===== src/rtl/cl_pkg.sv =====
package cl_pkg;

    typedef enum logic [1:0] {
        SW_OFF  = 2'd0,
        SW_CONT = 2'd1,
        SW_STEP = 2'd2,
        SW_RSVD = 2'd3
    } sweep_e;

    typedef enum logic {
        ST_IDLE = 1'b0,
        ST_OUT  = 1'b1
    } fsm_e;

endpackage


===== src/rtl/cl_gain_shift.sv =====
module cl_gain_shift #(
    parameter int IN_W   = 13,
    parameter int GAIN_W = 16,
    parameter int SHIFT  = 8,
    localparam int OUT_W = IN_W + GAIN_W + 1
) (
    input  logic [GAIN_W-1:0]       gain_i,
    input  logic signed [IN_W-1:0]  val_i,
    output logic signed [OUT_W-1:0] term_o
);
    logic signed [OUT_W-1:0] gain_ext;
    logic signed [OUT_W-1:0] val_ext;
    logic signed [OUT_W-1:0] prod;

    assign gain_ext = OUT_W'($signed({1'b0, gain_i}));
    assign val_ext  = OUT_W'(val_i);
    assign prod     = gain_ext * val_ext;
    assign term_o   = prod >>> SHIFT;
endmodule


===== src/rtl/cl_freq_disc.sv =====
module cl_freq_disc #(
    parameter int ERR_W   = 12,
    parameter int MAX_LOG = 4,
    localparam int DEPTH  = 1 << MAX_LOG
) (
    input  logic                    clk,
    input  logic                    rst_n,
    input  logic                    shift_i,
    input  logic signed [ERR_W-1:0] err_i,
    input  logic [2:0]              code_i,
    output logic signed [ERR_W:0]   ferr_o
);
    logic signed [ERR_W-1:0] tap_w [DEPTH];
    logic [MAX_LOG-1:0]      tap_idx;
    logic signed [ERR_W-1:0] old_err;

    for (genvar g = 0; g < DEPTH; g++) begin : g_stage
        logic signed [ERR_W-1:0] q;
        if (g == 0) begin : g_head
            always_ff @(posedge clk) begin
                if (!rst_n)       q <= '0;
                else if (shift_i) q <= err_i;
            end
        end else begin : g_body
            always_ff @(posedge clk) begin
                if (!rst_n)       q <= '0;
                else if (shift_i) q <= tap_w[g-1];
            end
        end
        assign tap_w[g] = q;
    end

    always_comb begin
        if (code_i >= 3'(MAX_LOG)) tap_idx = MAX_LOG'(DEPTH - 1);
        else                       tap_idx = MAX_LOG'((1 << code_i) - 1);
    end

    assign old_err = tap_w[tap_idx];
    assign ferr_o  = $signed({err_i[ERR_W-1], err_i}) - $signed({old_err[ERR_W-1], old_err});

    // newest history entry is the error accepted on the previous strobe
    p_hist_shift_r5: assert property (@(posedge clk) disable iff (!rst_n)
        shift_i |=> (tap_w[0] == $past(err_i)));

    // history holds between strobes
    p_hist_hold_r5: assert property (@(posedge clk) disable iff (!rst_n)
        !shift_i |=> $stable(tap_w[DEPTH-1]));
endmodule


===== src/rtl/cl_lag_acc.sv =====
module cl_lag_acc #(
    parameter int LAG_W = 24,
    parameter int KT_W  = 29,
    parameter int AT_W  = 30,
    parameter int SWP_W = 16,
    parameter int WIDE  = 56
) (
    input  logic                    clk,
    input  logic                    rst_n,
    input  logic                    load_i,
    input  logic signed [LAG_W-1:0] load_val_i,
    input  logic                    en_i,
    input  logic signed [KT_W-1:0]  kterm_i,
    input  logic signed [AT_W-1:0]  aterm_i,
    input  logic signed [SWP_W-1:0] sweep_i,
    input  logic signed [LAG_W-1:0] hi_i,
    input  logic signed [LAG_W-1:0] lo_i,
    output logic signed [LAG_W-1:0] lag_q,
    output logic signed [LAG_W-1:0] lag_next
);
    logic signed [WIDE-1:0] sum_w;
    logic signed [WIDE-1:0] hi_w;
    logic signed [WIDE-1:0] lo_w;

    assign sum_w = WIDE'(lag_q) + WIDE'(kterm_i) + WIDE'(aterm_i) + WIDE'(sweep_i);
    assign hi_w  = WIDE'(hi_i);
    assign lo_w  = WIDE'(lo_i);

    always_comb begin
        if (sum_w > hi_w)      lag_next = hi_i;
        else if (sum_w < lo_w) lag_next = lo_i;
        else                   lag_next = sum_w[LAG_W-1:0];
    end

    always_ff @(posedge clk) begin
        if (!rst_n)      lag_q <= '0;
        else if (load_i) lag_q <= load_val_i;
        else if (en_i)   lag_q <= lag_next;
    end

    // an update never leaves the accumulator outside the limits
    p_lag_in_range_r10: assert property (@(posedge clk) disable iff (!rst_n)
        (en_i && !load_i && (lo_i <= hi_i)) |=>
            ((lag_q <= $past(hi_i)) && (lag_q >= $past(lo_i))));

    // preset value appears the cycle after load
    p_load_preset_r11: assert property (@(posedge clk) disable iff (!rst_n)
        load_i |=> (lag_q == $past(load_val_i)));
endmodule


===== src/rtl/carrier_loop_afc.sv =====
module carrier_loop_afc #(
    parameter int ERR_W   = 12,
    parameter int GAIN_W  = 16,
    parameter int LAG_W   = 24,
    parameter int SWP_W   = 16,
    parameter int SHIFT   = 8,
    parameter int MAX_LOG = 4
) (
    input  logic                      clk,
    input  logic                      rst_n,
    input  logic                      upd_i,
    input  logic signed [ERR_W-1:0]   err_i,
    input  logic                      load_i,
    input  logic signed [LAG_W-1:0]   load_val_i,
    input  logic                      tmo_i,
    input  logic                      trk_mode_i,
    input  logic                      afc_en_i,
    input  logic [GAIN_W-1:0]         afc_gain_acq_i,
    input  logic [GAIN_W-1:0]         afc_gain_trk_i,
    input  logic [2:0]                dly_code_i,
    input  logic [1:0]                sweep_sel_i,
    input  logic signed [SWP_W-1:0]   sweep_inc_i,
    input  logic [GAIN_W-1:0]         klag_i,
    input  logic [GAIN_W-1:0]         klead_i,
    input  logic signed [LAG_W-1:0]   lag_hi_i,
    input  logic signed [LAG_W-1:0]   lag_lo_i,
    output logic signed [LAG_W:0]     freq_o,
    output logic signed [LAG_W-1:0]   lag_o,
    output logic                      valid_o
);
    import cl_pkg::*;

    localparam int FERR_W = ERR_W + 1;
    localparam int KT_W   = ERR_W + GAIN_W + 1;
    localparam int AT_W   = FERR_W + GAIN_W + 1;
    localparam int OUT_W  = LAG_W + 1;
    localparam int WIDE   = LAG_W + GAIN_W + ERR_W + 4;

    fsm_e   state_q, state_d;
    sweep_e sweep_mode;
    logic   acq;
    logic   strobe;
    logic   step_hit;
    logic   acc_en;

    logic [GAIN_W-1:0]         klag_g;
    logic [GAIN_W-1:0]         afc_g;
    logic signed [FERR_W-1:0]  ferr;
    logic signed [KT_W-1:0]    kterm;
    logic signed [KT_W-1:0]    lead_term;
    logic signed [AT_W-1:0]    aterm;
    logic signed [SWP_W-1:0]   sweep_g;
    logic signed [LAG_W-1:0]   lag_q;
    logic signed [LAG_W-1:0]   lag_next;
    logic signed [WIDE-1:0]    osum;
    logic signed [OUT_W-1:0]   osat;
    logic signed [OUT_W-1:0]   freq_q;

    localparam logic signed [OUT_W-1:0] OMAX = {1'b0, {(OUT_W-1){1'b1}}};
    localparam logic signed [OUT_W-1:0] OMIN = {1'b1, {(OUT_W-1){1'b0}}};

    // ---------------- control decode ----------------
    assign sweep_mode = sweep_e'(sweep_sel_i);
    assign acq        = !trk_mode_i;
    assign strobe     = upd_i && !load_i;
    assign step_hit   = acq && (sweep_mode == SW_STEP) && tmo_i && !load_i;
    assign acc_en     = strobe || step_hit;

    assign klag_g = strobe ? klag_i : '0;

    always_comb begin
        if (!strobe || !afc_en_i) afc_g = '0;
        else if (acq)             afc_g = afc_gain_acq_i;
        else                      afc_g = afc_gain_trk_i;
    end

    always_comb begin
        sweep_g = '0;
        if (acq) begin
            unique case (sweep_mode)
                SW_CONT: if (strobe) sweep_g = sweep_inc_i;
                SW_STEP: if (tmo_i)  sweep_g = sweep_inc_i;
                SW_OFF, SW_RSVD: sweep_g = '0;
            endcase
        end
    end

    // ---------------- datapath pieces ----------------
    cl_freq_disc #(.ERR_W(ERR_W), .MAX_LOG(MAX_LOG)) u_disc (
        .clk    (clk),
        .rst_n  (rst_n),
        .shift_i(strobe),
        .err_i  (err_i),
        .code_i (dly_code_i),
        .ferr_o (ferr)
    );

    cl_gain_shift #(.IN_W(ERR_W), .GAIN_W(GAIN_W), .SHIFT(SHIFT)) u_klag (
        .gain_i(klag_g), .val_i(err_i), .term_o(kterm)
    );

    cl_gain_shift #(.IN_W(ERR_W), .GAIN_W(GAIN_W), .SHIFT(SHIFT)) u_klead (
        .gain_i(klead_i), .val_i(err_i), .term_o(lead_term)
    );

    cl_gain_shift #(.IN_W(FERR_W), .GAIN_W(GAIN_W), .SHIFT(SHIFT)) u_kafc (
        .gain_i(afc_g), .val_i(ferr), .term_o(aterm)
    );

    cl_lag_acc #(.LAG_W(LAG_W), .KT_W(KT_W), .AT_W(AT_W), .SWP_W(SWP_W), .WIDE(WIDE)) u_acc (
        .clk       (clk),
        .rst_n     (rst_n),
        .load_i    (load_i),
        .load_val_i(load_val_i),
        .en_i      (acc_en),
        .kterm_i   (kterm),
        .aterm_i   (aterm),
        .sweep_i   (sweep_g),
        .hi_i      (lag_hi_i),
        .lo_i      (lag_lo_i),
        .lag_q     (lag_q),
        .lag_next  (lag_next)
    );

    assign osum = WIDE'(lag_next) + WIDE'(lead_term);

    always_comb begin
        if (osum > WIDE'(OMAX))      osat = OMAX;
        else if (osum < WIDE'(OMIN)) osat = OMIN;
        else                         osat = osum[OUT_W-1:0];
    end

    // ---------------- sequencing FSM ----------------
    always_comb begin
        state_d = state_q;
        unique case (state_q)
            ST_IDLE: if (strobe)  state_d = ST_OUT;   // T_UPDATE
            ST_OUT:  if (!strobe) state_d = ST_IDLE;  // T_RETIRE
        endcase
    end

    always_ff @(posedge clk) begin
        if (!rst_n) state_q <= ST_IDLE;
        else        state_q <= state_d;
    end

    always_ff @(posedge clk) begin
        if (!rst_n)      freq_q <= '0;
        else if (strobe) freq_q <= osat;
    end

    assign freq_o  = freq_q;
    assign lag_o   = lag_q;
    assign valid_o = (state_q == ST_OUT);

    // valid follows accepted strobes by exactly one cycle
    p_valid_pulse_r2: assert property (@(posedge clk) disable iff (!rst_n)
        strobe |=> valid_o);
    p_valid_quiet_r2: assert property (@(posedge clk) disable iff (!rst_n)
        !(upd_i && !load_i) |=> !valid_o);

    // output word holds between strobes
    p_out_hold_r3: assert property (@(posedge clk) disable iff (!rst_n)
        !(upd_i && !load_i) |=> $stable(freq_o));

    // lag idle with no strobe, load or timeout
    p_lag_idle_r9: assert property (@(posedge clk) disable iff (!rst_n)
        (!upd_i && !load_i && !tmo_i) |=> $stable(lag_o));
endmodule


===== config.mk =====
export PLATFORM = sky130hd
export DESIGN_NAME = carrier_loop_afc
export DESIGN_NICKNAME = d
export VERILOG_FILES = /design/src/rtl/cl_pkg.sv /design/src/rtl/cl_gain_shift.sv /design/src/rtl/cl_freq_disc.sv /design/src/rtl/cl_lag_acc.sv /design/src/rtl/carrier_loop_afc.sv
export SDC_FILE = /design/constraint.sdc
export NUM_CORES = 2
export LEC_CHECK = 0
export BUFFER_PORTS_ARGS = -buffer_cell sky130_fd_sc_hd__buf_2
export CAP_MARGIN = 20
export CORE_ASPECT_RATIO = 0.5
export CORE_UTILIZATION = 60
export CTS_CLUSTER_SIZE = 14
export DETAILED_ROUTE_END_ITERATION = 10
export PLACE_DENSITY = 0.85
export SETUP_SLACK_MARGIN = 0.1
export SYNTH_ARGS = -nofsm -noshare
export SYNTH_HDL_FRONTEND = slang
export SYNTH_SLANG_ARGS = --single-unit
export TNS_END_PERCENT = 1

===== constraint.sdc =====
create_clock -name clk -period 27.3 [get_ports clk]
set_input_delay 2.73 -clock clk [delete_from_list [all_inputs] [get_ports clk]]
set_output_delay 2.73 -clock clk [all_outputs]
set_load 0.005 [all_outputs]

* Yosys cells after proc, flatten, opt, wreduce, memory -nomap -nowiden
Cells that the tools add are included.
Operators by class: add/sub/neg operators 6, $mul 3, div/mod/pow operators 0, order comparisons 6, equal/unequal tests 3, shifts and indexed selects 1, multiplexer cells 18, bitwise operators 1, reduce and logical (&&, ||, !) cells 13
Operators by type and width (count):
- 2-to-1 mux 16 bit | 6
- 2-to-1 mux 24 bit | 4
- multiplier 17 x 12 -> 29 bit | 2
- adder 56 x 16 -> 56 bit | 1
- greater-than comparator 56 x 24 -> 1 bit | 1
- less-than comparator 56 x 24 -> 1 bit | 1
- adder 24 x 21 -> 25 bit | 2
- 2-to-1 mux 25 bit | 2
- binary-select mux 12 bit (select 4 bit) | 1
- case mux 16 bit (3 select lines) | 1
- multiplier 17 x 13 -> 30 bit | 1
- adder 25 x 22 -> 26 bit | 1
- greater-than comparator 25 bit, second input constant | 1
- less-than comparator 25 bit, second input constant | 1
- 2-to-1 mux 12 bit | 2
- subtractor 12 x 12 -> 13 bit | 1
- greater-or-equal comparator 5 bit, second input constant | 1
- inverter 4 -> 5 bit | 1
- == test 2 bit, second input constant | 2
- logical AND 1 bit | 4
- logical NOT 1 bit | 4
- 2-to-1 mux 4 bit | 1
- left shift 1 x 3 -> 4 bit, first input constant | 1
- subtractor 4 x 2 -> 4 bit, second input constant | 1
- 7 further kinds | 8
Storage, ports and cells: register bits after elaboration 242, latch bits 0, bits in writable memories 0, ROM bits 0, input port bits 176, output and inout bits 50, memories 0

* Longest topological paths before layout
depth after elaboration 18, gate-level depth with buffers 91, depth with buffers taken out 83

* Modules after synthesis
From an unflattened synthesis, not the netlist that was laid out.
Second synthesis, totals: cell total of the unflattened synthesis 4317, area, all modules 37796.2 um2
Modules (own cells, without submodules):
- cl_freq_disc | times used 1, cells each 782, area an instance 8667.1 um2, seq. area each 3843.7 um2
- cl_gain_shift at u_kafc | times used 1, cells each 822, area an instance 7188.1 um2, seq. area each 0.0 um2
- cl_lag_acc | times used 1, cells each 844, area an instance 6547.5 um2, seq. area each 480.5 um2
- cl_gain_shift at u_klead | times used 1, cells each 744, area an instance 6309.8 um2, seq. area each 0.0 um2
- cl_gain_shift at u_klag | times used 1, cells each 737, area an instance 6258.5 um2, seq. area each 0.0 um2
- carrier_loop_afc | times used 1, cells each 388, area an instance 2825.2 um2, seq. area each 520.5 um2

* Worst setup path after synthesis
No wires, ideal clock.
path kind in2reg, start point in dly_code_i[2], end point reg freq_q[22], in the netlist freq_o[22], library setup time 74 ps, arrival time 21428 ps, required time 27226 ps, setup slack 5798 ps, stages on the path 85, buffers on the path 7, cell sequence clkbuf_1 nor3_1 clkbuf_1 inv_1 ha_1 buf_1 clkbuf_1 mux4_2 mux2i_1 o21ai_0 ha_1 inv_1 fa_1 a21o_1 a21oi_1 o21bai_1 a21oi_1 o21bai_1 [... 49 more ...] a2111o_1 or2_1 nand3_1 buf_4 clkbuf_1 mux2i_1 a21oi_1 ha_1 fa_1 a21oi_1 a221oi_2 o2111ai_2 a31oi_4 nand4_4 a31oi_4 a311oi_2 nand4_1 a31oi_1
Between the ends: word-level cells in the longest chain between the ends 18, elaborated cells between the ends (all ways) 21, those cells by class 5 x add/sub; 1 x mul; 5 x order compare; 1 x shift; 8 x mux; 1 x bitwise
Ends and longest elaborated chain:
- start: declaration | RTL line carrier_loop_afc.sv:20 | input logic [2:0] dly_code_i,
- left shift 1 x 3 -> 4 bit | RTL line cl_freq_disc.sv:35 | else tap_idx = MAX_LOG'((1 << code_i) - 1);
- subtractor 4 x 2 -> 4 bit | RTL line cl_freq_disc.sv:35
- 2-to-1 mux 4 bit * | RTL line cl_freq_disc.sv:34 | if (code_i >= 3'(MAX_LOG)) tap_idx = MAX_LOG'(DEPTH - 1);
- inverter 4 -> 5 bit (not written as such) * | RTL line cl_freq_disc.sv:38 | assign old_err = tap_w[tap_idx];
- binary-select mux 12 bit (select 4 bit) * | RTL line cl_freq_disc.sv:38
- 2-to-1 mux 12 bit (not written as such) * (2 in a row) | RTL line cl_freq_disc.sv:38
- subtractor 12 x 12 -> 13 bit * | RTL line cl_freq_disc.sv:39 | assign ferr_o = $signed({err_i[ERR_W-1], err_i}) - $signed({old_err[ERR_W-1], old_err});
- multiplier 17 x 13 -> 30 bit * | RTL line cl_gain_shift.sv:17 | assign prod = gain_ext * val_ext;
- adder 25 x 22 -> 26 bit * | RTL line cl_lag_acc.sv:25 | assign sum_w = WIDE'(lag_q) + WIDE'(kterm_i) + WIDE'(aterm_i) + WIDE'(sweep_i);
- adder 56 x 16 -> 56 bit * | RTL line cl_lag_acc.sv:25
- less-than comparator 56 x 24 -> 1 bit | RTL line cl_lag_acc.sv:31 | else if (sum_w < lo_w) lag_next = lo_i;
- 2-to-1 mux 24 bit | RTL line cl_lag_acc.sv:31
- 2-to-1 mux 24 bit * | RTL line cl_lag_acc.sv:30 | if (sum_w > hi_w) lag_next = hi_i;
- adder 24 x 21 -> 25 bit * | RTL line carrier_loop_afc.sv:125 | assign osum = WIDE'(lag_next) + WIDE'(lead_term);
- less-than comparator 25 bit | RTL line carrier_loop_afc.sv:129 | else if (osum < WIDE'(OMIN)) osat = OMIN;
- 2-to-1 mux 25 bit | RTL line carrier_loop_afc.sv:129
- 2-to-1 mux 25 bit * | RTL line carrier_loop_afc.sv:128 | if (osum > WIDE'(OMAX)) osat = OMAX;
- end signal: assignment | RTL line carrier_loop_afc.sv:149 | else if (strobe) freq_q <= osat;
- end: declaration | RTL line carrier_loop_afc.sv:57 | logic signed [OUT_W-1:0] freq_q;
Mark *: on every way between the ends. The rest lies on a longest branch, timed or not. The select of a mux whose other input is x is not followed. A chain may end at the register's enable or synchronous reset.

* Final worst setup path
start point in dly_code_i[2], end point reg freq_q[23], in the netlist freq_o[23]
Same word-level chain as after synthesis.

==> summary.md <==
| Metric | Value |
|---|---|
| Post_cts resized | `0` |
| Hold_ws | `0.4452 ns` |
| H-tree levels | `1` |
| Initial antenna violation count | `2` |
| Max-slew violation count | `0` |
| Number of register bits inferred by synthesis | `242` |
| Cells after DPL | `5107` |
| Die Width | `346.4 um` |
| Post-Syn Area per Cell | `8.261 um^2` |
| CTS tree | `yes` |
| Setup Buffers After CTS | `0` |
| Num ports | `226` |
| Final wirelength | `96.04 mm` |
| Period utilisation layout | `0.8651` |
| Clock transition at path regs | `0.06 ns` |
| Fillers | `4675` |
| Starting Density | `0.6142` |
| Total core area | `0.05795 mm^2` |
| Synth warn | `0` |
| Most frequent cells in the layout | `nand2_1, inv_1, fa_1` |
| Largest net degree at the start of global routing | `112` |
| Placer Congestion | `0.9916` |
| DPL Wire Length | `76.11 mm` |
| Setup crit start kind | `input port` |
| Clk sinks | `242` |
| CTS buffer count | `24` |
| Peak Freq | `42.34 MHz` |
| Via count | `30223` |
| Number of hold buffers added after cts | `0` |
| Drt drc | `0` |
| Post-synthesis sequential area ratio | `0.1361` |
| Synth Net Count | `5398` |
| EDFF count, synth | `0` |
| Die H | `174.2 um` |
| Slowest stage cell on the critical path | `ha_1` |
| CP Capture Type | `flop` |
| CTS Buffer Depth | `3` |
| CP max FO | `37` |
| Vias per std cell | `5.866` |
| CP required | `27.74 ns` |
| Final setup violation count | `0` |
| Setup TNS | `0 ns` |
| Hold Vio Cnt, Final | `0` |
| Post-layout min period | `23.62 ns` |
| Detailed-router iteration count before antenna repair | `8` |
| Clock skew | `0.02506 ns` |
| Slew headroom | `0.2305` |
| FF/Latch Area | `0.004845 mm^2` |
| CP arrival | `24.05 ns` |
| Setup Crit Path Kind | `in -> reg` |
| Crit path largest cell delay | `1.04 ns` |
| Post-layout util | `0.6540` |
| Routed Antenna Nets | `0` |
| Non-Filler Instances | `5152` |
| Port Buffer Count | `225` |
| Most used DFF post-synth | `dfxtp_1` |
| Worst Max-Slew Pin Slew | `1.150 ns` |
| Run status | `finished, final reports clean` |
| DR WL/cell | `18.64 um` |
| Share of layout cells above drive strength 1 | `0.08122` |
| Cell count after synthesis | `4308` |
| Total global-route track usage | `0.3225` |
| Multi-input logic area | `0.02783 mm^2` |
| Synth cell types | `78` |
| GRT Residual Overflow | `0` |
| Nets | `5457` |
| Vias in the first global route | `30275` |
| DR iter-0 viols | `2275` |
| Commonest non-fill, non-tap cell in the layout | `nand2_1` |
| MaxCap Viol Count | `0` |
| Clock root buffer | `clkbuf_16` |
| First-pass GRT wire length | `156.0 mm` |
| RSZ-0062 raised after global routing | `no` |
| Row count | `62` |
| Die area | `0.06035 mm^2` |
| Hold Path Class | `reg -> reg` |
| Cell Area, Synth | `0.03559 mm^2` |
| Post-synth ARST share | `0` |
| Clk Latency, worst-skew pair | `0.56 ns` |
| Most used cell, CP | `fa_1` |
| Area Growth Syn to Fin | `6.493%` |
## state kept, by name, summed over array words and instances, names as in the netlist
| name | cells |
|---|---|
| u_acc.lag_q | 24 |
| u_disc.g_stage.q | 192 |
| valid_o | 1 |
| freq_o | 25 |
## critical path, delay by kind of cell
| kind | cells | cell delay [ns] |
|---|---|---|
| AO/OA/AOI/OAI | 34 | 8.17 |
| AND/OR/NAND/NOR | 15 | 3.25 |
| buffers and inverters | 10 | 1.62 |
| XOR/XNOR | 1 | 0.16 |
| adder cells (fa/ha/maj) | 15 | 7.10 |
| multiplexers | 4 | 0.98 |
## worst paths after layout
check,from,to,slack [ns],cells past startpoint
hold reg to reg,u_disc.g_stage[12].q[11],u_disc.g_stage[13].q[11],0.45,2
setup / recovery,dly_code_i[2],freq_o[23],3.68,79
setup reg to reg,u_disc.g_stage[0].q[1],freq_o[23],7.66,73
hold / removal,u_disc.g_stage[12].q[11],u_disc.g_stage[13].q[11],0.45,2
## Yosys cell counts, types with 11 or more instances
| master | instances | area (um^2) |
|---|---|---|
| nor3_1 | 59 | 295.3 |
| mux2_2 | 11 | 123.9 |
| nand2b_1 | 29 | 181.4 |
| nand4_1 | 29 | 181.4 |
| a21boi_0 | 30 | 225.2 |
| fa_1 | 459 | 9189 |
| o31ai_1 | 22 | 165.2 |
| a31oi_1 | 12 | 75.07 |
| ha_1 | 455 | 5693 |
| nor2_1 | 226 | 848.3 |
| nand3_1 | 40 | 200.2 |
| inv_1 | 564 | 2117 |
| clkbuf_1 | 202 | 758.2 |
| a21o_1 | 49 | 367.9 |
| o21a_1 | 23 | 172.7 |
| a211oi_1 | 15 | 112.6 |
| o21ai_0 | 85 | 425.4 |
| xnor2_1 | 91 | 797.0 |
| nand2_1 | 857 | 3217 |
| and2_1 | 88 | 550.5 |
| dfxtp_1 | 242 | 4845 |
| mux4_2 | 24 | 540.5 |
| o21bai_1 | 23 | 172.7 |
| a21oi_1 | 350 | 1752 |
| mux2i_1 | 46 | 460.4 |
| and3_1 | 60 | 375.4 |
| xor2_1 | 45 | 394.1 |
| nor2b_1 | 37 | 231.5 |
## per-stage QoR
step	setup slack, ns	area [um^2]
floorplan	5.798	35590
global placement	3.971	37050
detailed placement	3.484	37090
CTS	3.964	37860
global route	2.011	37900
finish	3.683	37900
## logic make-up after synthesis
| family | after synthesis | share of synthesized area |
|---|---|---|
| adders and majority gates | 914 | 0.4182 |
| AOI/OAI and AO/OA | 680 | 0.1163 |
| xor gates and xnor gates | 137 | 0.03393 |
| and+or+nand+nor | 1471 | 0.1807 |
| buffers and inverters | 783 | 0.08318 |
| muxes | 81 | 0.03161 |
| DFF | 242 | 0.1361 |
## layer usage
layer  part of all wire  global-route usage
met1               0.41              0.4164
met2               0.48              0.5456
met3              0.069             0.04248
met4              0.047              0.1387
met5            0.00014                   0
## layout make-up
type,count,share of cell area
Multi-Input combinational cell,3283,0.7343
Sequential cell,242,0.1278
Inverter,566,0.05619
Timing Repair Buffer,250,0.03592
Tap cell,768,0.02535
Clock buffer,35,0.01799
Clock inverter,7,0.002311
Antenna cell,1,0.00006603
Power is left out: the tool's default activity adds up to more than one toggle a clock period on the data nets, which glitch-free logic cannot reach.
